===== src/rtl/cfg_prom_pkg.sv =====
package cfg_prom_pkg;
  typedef enum logic {
    DIR_ASCEND  = 1'b0,
    DIR_DESCEND = 1'b1
  } addr_dir_e;

  localparam int unsigned BYTE_W = 8;
endpackage


===== src/rtl/cfg_prom_timer.sv =====
module cfg_prom_timer #(
  parameter int unsigned DATA_W      = 8,
  parameter int unsigned SAMPLE_TICK = 12
) (
  input  logic clk_i,
  input  logic rst_ni,
  input  logic done_i,
  output logic run_o,
  output logic sample_o,
  output logic load_o,
  output logic shift_o,
  output logic cclk_o,
  output logic stop_o
);
  localparam int unsigned TICKS  = 2 * DATA_W;
  localparam int unsigned TICK_W = $clog2(TICKS);
  localparam logic [TICK_W-1:0] LAST_T = TICK_W'(TICKS - 1);
  localparam logic [TICK_W-1:0] SMPL_T = TICK_W'(SAMPLE_TICK);

  logic [TICK_W-1:0] tick_q;
  logic              primed_q;
  logic              stop_q;

  assign run_o = !stop_q && !done_i;

  always_ff @(posedge clk_i or negedge rst_ni) begin
    if (!rst_ni) begin
      tick_q   <= '0;
      primed_q <= 1'b0;
      stop_q   <= 1'b0;
    end else begin
      if (done_i) stop_q <= 1'b1;
      if (run_o) begin
        tick_q <= (tick_q == LAST_T) ? '0 : tick_q + 1'b1;
        if (tick_q == LAST_T) primed_q <= 1'b1;
      end
    end
  end

  assign sample_o = run_o && (tick_q == SMPL_T);
  assign load_o   = run_o && (tick_q == LAST_T);
  // shift on the end of each high phase, except the last which reloads
  assign shift_o  = run_o && primed_q && tick_q[0] && (tick_q != LAST_T);
  assign cclk_o   = primed_q && !stop_q && tick_q[0];
  assign stop_o   = stop_q;
endmodule


===== src/rtl/cfg_prom_addr.sv =====
module cfg_prom_addr #(
  parameter int unsigned ADDR_W = 16
) (
  input  logic              clk_i,
  input  logic              rst_ni,
  input  logic              mode_hi_i,
  input  logic              adv_i,
  output logic [ADDR_W-1:0] addr_o
);
  import cfg_prom_pkg::*;

  logic [ADDR_W-1:0] cnt_q;
  addr_dir_e         dir;

  assign dir = addr_dir_e'(mode_hi_i);

  always_ff @(posedge clk_i or negedge rst_ni) begin
    if (!rst_ni) cnt_q <= '0;
    else if (adv_i) cnt_q <= cnt_q + 1'b1;
  end

  // top-down walk is the bitwise complement of the bottom-up count
  assign addr_o = (dir == DIR_DESCEND) ? ~cnt_q : cnt_q;
endmodule


===== src/rtl/cfg_prom_shift.sv =====
module cfg_prom_shift #(
  parameter int unsigned DATA_W = 8
) (
  input  logic              clk_i,
  input  logic              rst_ni,
  input  logic              sample_i,
  input  logic              load_i,
  input  logic              shift_i,
  input  logic [DATA_W-1:0] data_i,
  output logic              dout_o
);
  logic [DATA_W-1:0] hold_q;
  logic [DATA_W-1:0] sreg_q;

  always_ff @(posedge clk_i or negedge rst_ni) begin
    if (!rst_ni) begin
      hold_q <= '0;
      sreg_q <= '0;
    end else begin
      if (sample_i) hold_q <= data_i;
      if (load_i) sreg_q <= hold_q;
      else if (shift_i) sreg_q <= {sreg_q[DATA_W-2:0], 1'b0};
    end
  end

  assign dout_o = sreg_q[DATA_W-1];
endmodule


===== src/rtl/cfg_prom_seq.sv =====
module cfg_prom_seq #(
  parameter int unsigned ADDR_W      = 16,
  parameter int unsigned DATA_W      = cfg_prom_pkg::BYTE_W,
  parameter int unsigned SAMPLE_TICK = 2 * DATA_W - 4
) (
  input  logic              clk_i,
  input  logic              rst_ni,
  input  logic              mode_hi_i,
  input  logic              done_i,
  input  logic [DATA_W-1:0] mem_data_i,
  output logic [ADDR_W-1:0] mem_addr_o,
  output logic              mem_en_no,
  output logic              cclk_o,
  output logic              dout_o
);
  logic run, sample, load, shift, stop;

  cfg_prom_timer #(
    .DATA_W     (DATA_W),
    .SAMPLE_TICK(SAMPLE_TICK)
  ) u_timer (
    .clk_i   (clk_i),
    .rst_ni  (rst_ni),
    .done_i  (done_i),
    .run_o   (run),
    .sample_o(sample),
    .load_o  (load),
    .shift_o (shift),
    .cclk_o  (cclk_o),
    .stop_o  (stop)
  );

  cfg_prom_addr #(
    .ADDR_W(ADDR_W)
  ) u_addr (
    .clk_i    (clk_i),
    .rst_ni   (rst_ni),
    .mode_hi_i(mode_hi_i),
    .adv_i    (load),
    .addr_o   (mem_addr_o)
  );

  cfg_prom_shift #(
    .DATA_W(DATA_W)
  ) u_shift (
    .clk_i   (clk_i),
    .rst_ni  (rst_ni),
    .sample_i(sample),
    .load_i  (load),
    .shift_i (shift),
    .data_i  (mem_data_i),
    .dout_o  (dout_o)
  );

  logic unused_run;
  assign unused_run = run;
  assign mem_en_no  = stop;
endmodule


===== config.mk =====
export PLATFORM = sky130hd
export DESIGN_NAME = cfg_prom_seq
export DESIGN_NICKNAME = d
export VERILOG_FILES = /design/src/rtl/cfg_prom_pkg.sv /design/src/rtl/cfg_prom_timer.sv /design/src/rtl/cfg_prom_addr.sv /design/src/rtl/cfg_prom_shift.sv /design/src/rtl/cfg_prom_seq.sv
export SDC_FILE = /design/constraint.sdc
export NUM_CORES = 1
export LEC_CHECK = 0
export ABC_AREA = 1
export BUFFER_PORTS_ARGS = -buffer_cell sky130_fd_sc_hd__buf_2
export CORE_MARGIN = 2
export CORE_UTILIZATION = 41
export DETAILED_ROUTE_END_ITERATION = 6
export GPL_TIMING_DRIVEN = 0
export PLACE_DENSITY_LB_ADDON = 0.15
export SKIP_CTS_REPAIR_TIMING = 1
export SKIP_LAST_GASP = 1
export SYNTH_ARGS = -nofsm -noshare
export SYNTH_HDL_FRONTEND = slang
export SYNTH_SLANG_ARGS = --single-unit

===== constraint.sdc =====
create_clock -name clk_i -period 1.5 [get_ports clk_i]
set_input_delay 0.075 -clock clk_i [delete_from_list [all_inputs] [get_ports clk_i]]
set_output_delay 0.075 -clock clk_i [all_outputs]
set_load 0.01 [all_outputs]

# After elaboration in Yosys (flattened, before gate mapping)
# Index checks and enable logic that the tools add are counted.
# op_classes
multipliers,0
magnitude_cmp,0
div_mod_pow,0
eq_ne,3
n_reduce_logical,12
shifts,0
bitwise,1
n_addsub,2
muxes,4
# ops
op,count
adder 16 x 1 -> 16 bit (second input constant),1
2-to-1 mux 16 bit,1
2-to-1 mux 8 bit,2
NOT 16 bit,1
equality test 4 bit (second input constant),2
logical AND 1 bit,8
adder 4 x 1 -> 4 bit (second input constant),1
2-to-1 mux 4 bit,1
!= test 4 bit (second input constant),1
logical NOT 1 bit,2
AND reduction 2 bit,1
nonzero test 2 bit,1
# word_totals
memories,0
latchBits,0
output_inout_bits,19
ram_bits,0
elab_cells,28
mem_bits_ro,0
ff_bits,38
in_bits,12

# Logic depth before layout (Yosys ltp)
# Gate-level depths: netlist (run 1).
# logic_depth
word_depth,7
mapped_depth,9

# Hierarchy
# From an unflattened synthesis (run 1), not the netlist that was laid out.
# hier_totals
cells_unflattened,250
area_unflattened_um2,2067.0
# modules_own_cells
mod,area_each_um2,cells_per_inst,n_inst
cfg_prom_addr,1029.7,125,1
cfg_prom_shift,718.2,89,1
cfg_prom_timer,319.1,36,1

# Least setup slack after synthesis (run 1)
# No wires, ideal clock.
# synth_timing
path_kind,register to register
startpoint,reg u_timer.tick_q[0]
endpoint,reg u_shift.sreg_q[7]
required_ns,1.418
stages_incl_launch_ff,8
setup_ns,0.082
t_arrival_ns,1.285
n_path_buf,1
slack_ns,0.134
cell_sequence,dfrtp_1 -> ha_1 -> nand3_1 -> nand3_1 -> nand2_4 -> buf_6 -> nor2_1 -> a31oi_1
# synth_between
elab_chain_len,3
# synth_rtl
item,line_no,rtl
"start, declared",cfg_prom_timer.sv:20,logic [TICK_W-1:0] tick_q;
"start signal, assigned",cfg_prom_timer.sv:34,tick_q <= (tick_q == LAST_T) ? '0 : tick_q + 1'b1;
equality test 4 bit (tied with other cells),cfg_prom_timer.sv:41,assign load_o = run_o && (tick_q == LAST_T);
"logical AND 1 bit, on equally long branches","cfg_prom_timer.sv:41, cfg_prom_timer.sv:43",
2-to-1 mux 8 bit or nonzero test 2 bit (tied branches),-,
"end signal, assigned",cfg_prom_shift.sv:21,if (load_i) sreg_q <= hold_q;
"end signal, assigned",cfg_prom_shift.sv:22,"else if (shift_i) sreg_q <= {sreg_q[DATA_W-2:0], 1'b0};"
"end, declared",cfg_prom_shift.sv:13,logic [DATA_W-1:0] sreg_q;
# Parallel ways exist; a longest one is shown, timed or not.
# A chain may end at the register's enable or synchronous reset.

# Worst setup path in the final report (run 1)
# layout_timing
startpoint,reg u_addr.cnt_q[2]
endpoint,reg u_addr.cnt_q[7]
# layout_between
elab_chain_len,1
# layout_rtl
item,line_no,rtl
"start, declared",cfg_prom_addr.sv:12,logic [ADDR_W-1:0] cnt_q;
"start signal, assigned",cfg_prom_addr.sv:19,else if (adv_i) cnt_q <= cnt_q + 1'b1;
adder 16 x 1 -> 16 bit,cfg_prom_addr.sv:19,
# Every way passes these cells.

==> metrics.md, run 1 <==
| Metric | Value |
|---|---|
| Status | `finished clean` |
| Count of cell types in the netlist | `24` |
| Clock share of power | `39.4%` |
| Syn_nets | `239` |
| DRC | `0` |
| Hold Path Stages | `3` |
| Fin nets | `287` |
| Syn Inst Count | `224` |
| Yosys reg bits | `38` |
| WL/cell | `10.7 um` |
| TritonRoute pass-1 iters | `4` |
| Hold Path Class | `input port to register` |
| GRT overflow | `0` |
| Vias in the first global route | `1319` |
| All-Layer GR Usage | `14.4%` |
| Pre-CTS WS | `-0.0206 ns` |
| Ant diodes | `0` |
| Starting density of the core | `43.6%` |
| Clock skew | `0.00799 ns` |
| Clk_lat worst skew | `0.28 ns` |
| Combinational fraction of design power | `8.3%` |
| Synthesized area | `1940 um^2` |
| Fmax | `726 MHz` |
| IO buf count | `29` |
| Area delta synth->final | `23.6%` |
| Vias/cell | `4.51` |
| Number of flops mapped to enable cells by yosys | `0` |
| Placed Instances | `305` |
| First-pass GRT wire length | `5890 um` |
| Syn Area/Cell | `8.64 um^2` |
| Rows | `24` |
| Slew Viols, Final | `0` |
| Nature of the critical path endpoint | `register` |
| Startpoint Class | `register` |
| Clock-pin slew on the worst setup and hold paths | `0.07 ns` |
| PD cells | `853 nW/um^2` |
| Final hold slack | `0.0328 ns` |
| Crit. path cell count | `7` |
| Hpwl dp | `2400 um` |
| Least-Margin Pin Slew | `0.837 ns` |
| Ratio of cells with drive above 1 in the final layout | `25.6%` |
| Crit-path most repeated cell | `nand2_1` |
| Largest net degree at the start of global routing | `39` |
| Iter 0 DRT Violations | `57` |
| Top Family by Delay on Critical Path | `simple AND/OR/NAND/NOR gates` |
| H-tree Lvls | `2` |
| Leakage | `1.23 nW` |
| DRT antenna net count | `0` |
| Max-Cap Viols | `0` |
| Full die area | `5290 um^2` |
| Core region area | `4440 um^2` |
| Via count | `1465` |
| Relative slew slack | `44.2%` |
| Crit path buf inv count | `2` |
| Non-filler cells, final | `325` |
| Chip width | `72.7 um` |
| Clock root cell | `clkbuf_8` |
| Post-synth top area share | `49.1%` |
| CP arrival | `1.59 ns` |
| Sequential share of the synthesized area | `49.1%` |
| Pint | `1.59 mW` |
| Min Tclk post-route | `1.38 ns` |
| Sequential power share | `52.3%` |
| CP Max Fanout | `6` |
| WP data required | `1.72 ns` |
| Synth cell count leaders | `nand2_1 (58), dfrtp_1 (38), inv_1 (24)` |
| Post-synth top area cell | `dfrtp_1` |
| Post-route clock period utilization | `91.8%` |
| TritonCTS clock tree | `yes` |
| Peak supply drop | `0.439 mV` |
| Reg2Reg Depth | `7` |
| Net Sw Frac | `22.2%` |
| Crit path cell chain | `clkbuf_2 > nand2_1 > nor2_1 > nand2_1 > nor2_4 > buf_4 > xor2_1` |
| Synth Warn # | `0` |
| CTS Buf Count | `5` |
| Setup violations, final | `0` |
| Critical path's slowest cell | `dfrtp_1` |
| Die height | `72.7 um` |
| Top cells by area, synth | `dfrtp_1 (49%), nand2_1 (11%), xor2_1 (10%), inv_1 (4.7%), nor2_1 (3.7%)` |
| Cell with the most instances after synthesis | `nand2_1` |
| WL final | `3480 um` |
| Initial antenna violation count | `0` |
| Placer Congestion | `0.716` |
| CP peak stage delay | `0.32 ns` |
| Prevailing post-synth register cell | `dfrtp_1` |
| Longest Clk Path Bufs | `2` |
| Final Hold Fails | `0` |
| Type of the worst setup path | `register to register` |
| Num ports | `31` |
| Final WS setup | `0.123 ns` |
| Switching Power | `454 uW` |
| Clock sink count | `38` |
| Async S/R FF share, synth | `100%` |
==> worst paths after layout <==
| path | start | end | slack, ns |
|---|---|---|---|
| min in group asynchronous | rst_ni | u_addr.cnt_q[4] | 0.43 |
| max in group asynchronous | rst_ni | u_shift.sreg_q[2] | 0.55 |
| worst max register to register | u_addr.cnt_q[2] | u_addr.cnt_q[7] | 0.12 |
| worst max-delay path | u_addr.cnt_q[2] | u_addr.cnt_q[7] | 0.12 |
| worst min register to register | u_shift.hold_q[6] | u_shift.hold_q[6] | 0.48 |
| worst min-delay path | mem_data_i[1] | u_shift.hold_q[1] | 0.03 |
==> metal layers <==
layer / up-vias / GRT usage, % / routed length [um]
met2: 27 / 22.2 / 1600
met1: 642 / 19.5 / 1700
li1: 792 / - / -
met5: - / 0 / 0
met4: 0 / 6.79 / 41
met3: 4 / 2.90 / 133
==> state kept, by name, indices dropped and copies added (netlist names) <==
register          flops
u_addr.cnt_q         16
u_shift.sreg_q        8
u_timer.tick_q        4
u_timer.primed_q      1
u_shift.hold_q        8
u_timer.stop_o        1
==> cells by family (layout without fill, tap and decap cells) <==
logic type / count (synthesis) / count (layout) / share of synthesized area (%)
compound gates: 20 / 20 / 5.56
fa+ha+maj: 3 / 3 / 1.94
simple gates: 104 / 104 / 24.0
flops: 38 / 38 / 49.1
xor+xnor: 27 / 27 / 12.2
buf+inv: 32 / 81 / 7.11
==> placed cells by master (no fill, tap or decap), types with 3 or more instances in the layout <==
master,instances
clkbuf_8,8
xnor2_1,5
dfrtp_1,38
nor2_4,4
inv_1,24
a31oi_1,6
a21oi_1,4
buf_2,32
nor2_1,17
nand3_1,9
nand2_1,58
xor2_1,22
nand4_1,4
o21ai_0,9
nor2_2,3
buf_4,12
==> power by group through the flow <==
stage	combinational, mW	clock (mW)	sequential, mW
2_1_floorplan	0.0827	0	1.08
3_3_place_gp	0.148	0	1.09
3_5_place_dp	0.151	0	1.09
4_1_cts	0.151	0.836	1.07
5_1_grt	0.196	0.878	1.07
6_report	0.169	0.803	1.07
==> final cells by class <==
cell class	instances	area [um^2]
flip-flops and latches	38	951
inverters	25	93.8
plain buffers	7	50.0
fillers	449	2050
multi-input cells	154	885
well taps	52	65.1
clock buffers	8	110
repair buffers	41	238
==> stage by stage <==
step / instance area, um^2 / utilization (%) / TNS (ns) / power (mW)
finish: 2390 / 53.8 / 0 / 2.04
global route: 2390 / 53.8 / -0.0459 / 2.15
CTS: 2260 / 50.8 / -0.123 / 2.05
detailed placement: 2150 / 48.3 / -0.0444 / 1.24
global placement: 2150 / 48.3 / -0.0279 / 1.23
floorplan: 1940 / - / 0 / 1.17
==> worst min-delay path: cells and delay by family <==
kind | cells | cell delay (ns)
buffers and inverters | 2 | 0.12
AOI/OAI and AO/OA | 1 | 0.07
No activity file was read; power rests on OpenSTA's default activity.
==> run 2: changes to the inputs <==
--- a/config.mk
+++ b/config.mk
@@ -12,6 +12,7 @@
 export DETAILED_ROUTE_END_ITERATION = 6
 export GPL_TIMING_DRIVEN = 0
 export PLACE_DENSITY_LB_ADDON = 0.15
+export SETUP_SLACK_MARGIN = 0.3
 export SKIP_CTS_REPAIR_TIMING = 1
 export SKIP_LAST_GASP = 1
 export SYNTH_ARGS = -nofsm -noshare
==> run 2 against run 1 <==
The run now ends with negative hold slack left. Maximum frequency rose by 0.21%. Combinational power up 6%. Count of clock-buffer cells in the layout down 1. Die area did not move. Routed wire length is 7.0% higher. Clock power shrank 19%. Highest routed layer unchanged.
==> metrics.md, run 2 (synthesis gave the netlist of run 1 again) <==
| Metric | Value |
|---|---|
| CTS Buf Count | `5 (unchanged)` |
| CP Max Fanout | `7 (+1)` |
| Fmax | `728 MHz (+0.21%)` |
| Clock root cell | `clkbuf_8` |
| Sequential power share | `56.5% (+4.2 points)` |
| Ratio of cells with drive above 1 in the final layout | `32.0% (+6.4 points)` |
| Iter 0 DRT Violations | `49 (-14%)` |
| Longest Clk Path Bufs | `2 (unchanged)` |
| Rows | `24 (unchanged)` |
| Combinational fraction of design power | `9.4% (+1.1 points)` |
| Peak supply drop | `0.397 mV (-9.6%)` |
| Net Sw Frac | `23.8% (+1.5 points)` |
| Placer Congestion | `0.722 (+0.84%)` |
| Clock-pin slew on the worst setup and hold paths | `0.07 ns (about the same)` |
| GRT overflow | `0 (unchanged)` |
| RSZ-0062 raised after global routing | `yes` |
| Total Neg Setup Slack | `0 ns (unchanged)` |
| Crit path from | `u_timer.stop_o` |
| H-tree Lvls | `2 (unchanged)` |
| PD cells | `747 nW/um^2 (-12%)` |
| IO buf count | `29 (unchanged)` |
| Num ports | `31 (unchanged)` |
| Most flops, register | `u_addr.cnt_q` |
| Vias/cell | `4.56 (+1.2%)` |
| Failing checks | `negative hold slack` |
| WP data required | `1.67 ns (-0.05 ns)` |
| Slew Viols, Final | `0 (unchanged)` |
| WL final | `3720 um (+7.0%)` |
| Core region area | `4440 um^2 (unchanged)` |
| TritonRoute pass-1 iters | `4 (unchanged)` |
| Leakage | `1.28 nW (+3.8%)` |
| Hold Path Class | `input port to async pin` |
| First-pass GRT wire length | `5990 um (+1.8%)` |
| Reg2Reg Depth | `6 (-1)` |
| All-Layer GR Usage | `14.7% (+0.31 points)` |
| Largest net degree at the start of global routing | `39 (unchanged)` |
| Pre-CTS WS | `0.0258 ns (+0.0464 ns)` |
| Startpoint Class | `register` |
| Min Tclk post-route | `1.37 ns (-0.00290 ns)` |
| Status | `finished, violations left` |
| DRT antenna net count | `0 (unchanged)` |
| Largest register FFs | `16 (unchanged)` |
| Post-route clock period utilization | `91.6% (-0.19 points)` |
| Max-Cap Viols | `0 (unchanged)` |
| Via count | `1506 (+2.8%)` |
| Nature of the critical path endpoint | `register` |
| Worst r2r src | `u_timer.stop_o` |
| Vias in the first global route | `1381 (+4.7%)` |
| Setup violations, final | `0 (unchanged)` |
| Pint | `1.45 mW (-8.7%)` |
| Final WS setup | `0.125 ns (+0.00290 ns)` |
| Least-Margin Pin Slew | `0.839 ns (+0.00231 ns)` |
| Relative slew slack | `44.1% (-0.15 points)` |
| Fin nets | `293 (+2.1%)` |
| Chip width | `72.7 um (unchanged)` |
| WL/cell | `11.3 um (+5.4%)` |
| Hpwl dp | `2490 um (+3.5%)` |
| Ant diodes | `0 (unchanged)` |
| Clock sink count | `38 (unchanged)` |
| CP arrival | `1.54 ns (-0.05 ns)` |
| Full die area | `5290 um^2 (unchanged)` |
| Leading cell type in the layout, fill and taps excluded | `nand2_1` |
| Most frequent cells in the layout | `nand2_1 (57), dfrtp_1 (36), buf_2 (31)` |
| TritonCTS clock tree | `yes` |
| Die height | `72.7 um (unchanged)` |
| Clock share of power | `34.1% (-5.3 points)` |
| Final hold slack | `-0.106 ns (-0.139 ns)` |
| Initial antenna violation count | `0 (unchanged)` |
| Final Hold Fails | `38 (+38)` |
| Area delta synth->final | `31.4%` |
| Clk_lat worst skew | `0.28 ns (about the same)` |
| Biggest regs | `u_addr.cnt_q: 16 flops, u_shift.hold_q: 8 flops, u_shift.sreg_q: 8 flops` |
| Switching Power | `451 uW (-0.56%)` |
| Type of the worst setup path | `register to register` |
| Starting density of the core | `43.6% (unchanged)` |
| Clock skew | `0.00512 ns (-0.00287 ns)` |
| DRC | `0 (unchanged)` |
==> run 2: worst paths after layout <==
| check | end | slack (ns) |
|---|---|---|
| setup / recovery | u_addr.cnt_q[9] | 0.13 |
| hold / removal | u_addr.cnt_q[2] | -0.11 |
| setup reg to reg | u_addr.cnt_q[9] | 0.13 |
| hold reg to reg | u_shift.hold_q[2] | 0.49 |
| max in group asynchronous | u_timer.tick_q[2] | 1.02 |
| min in group clk_i | u_shift.hold_q[5] | 0.01 |
==> run 2: critical path, cell delays in order, from the launching register on <==
cell and delay (ns):
dfrtp_1 0.42, nor2_4 0.19, buf_12 0.13, nand2_4 0.11, nor2_4 0.20, nand2_1 0.09, xnor2_1 0.12
==> run 2: metrics by stage <==
| step | cells | util (%) | instance area (um^2) | total power, mW |
|---|---|---|---|---|
| 6_report | 330 | 57.2 | 2540 | 1.90 |
| 5_1_grt | 330 | 57.2 | 2540 | 2.00 |
| 4_1_cts | 312 | 51.3 | 2280 | 1.91 |
| 3_5_place_dp | 305 | 49.5 | 2200 | 1.25 |
| 3_3_place_gp | 305 | 49.5 | 2200 | 1.25 |
| 2_1_floorplan | 224 | - | 1990 | 1.18 |
==> run 2: cell type report <==
class                   instances  area, um^2
inverters                      25        93.8
well taps                      52        65.1
plain buffers                   7        70.1
fillers                       436        1900
multi-input cells             154         970
clock buffers                   7        76.3
flip-flops and latches         38         953
repair buffers                 47         314
==> run 2: layer usage <==
metal | track usage [%] | share of wire, % | vias to the layer above
met5 | 0 | 0 | -
met4 | 5.56 | 1.1 | 0
met3 | 3.31 | 3.7 | 6
met2 | 24.7 | 50 | 29
met1 | 18.5 | 45 | 667
li1 | - | - | 804
==> run 2: power by group through the flow <==
stage,Clock [mW],Sequential (mW),Combinational [mW]
floorplan,0,1.09,0.0911
global placement,0,1.09,0.157
detailed placement,0,1.09,0.160
CTS,0.680,1.07,0.161
global route,0.724,1.08,0.203
finish,0.648,1.07,0.179
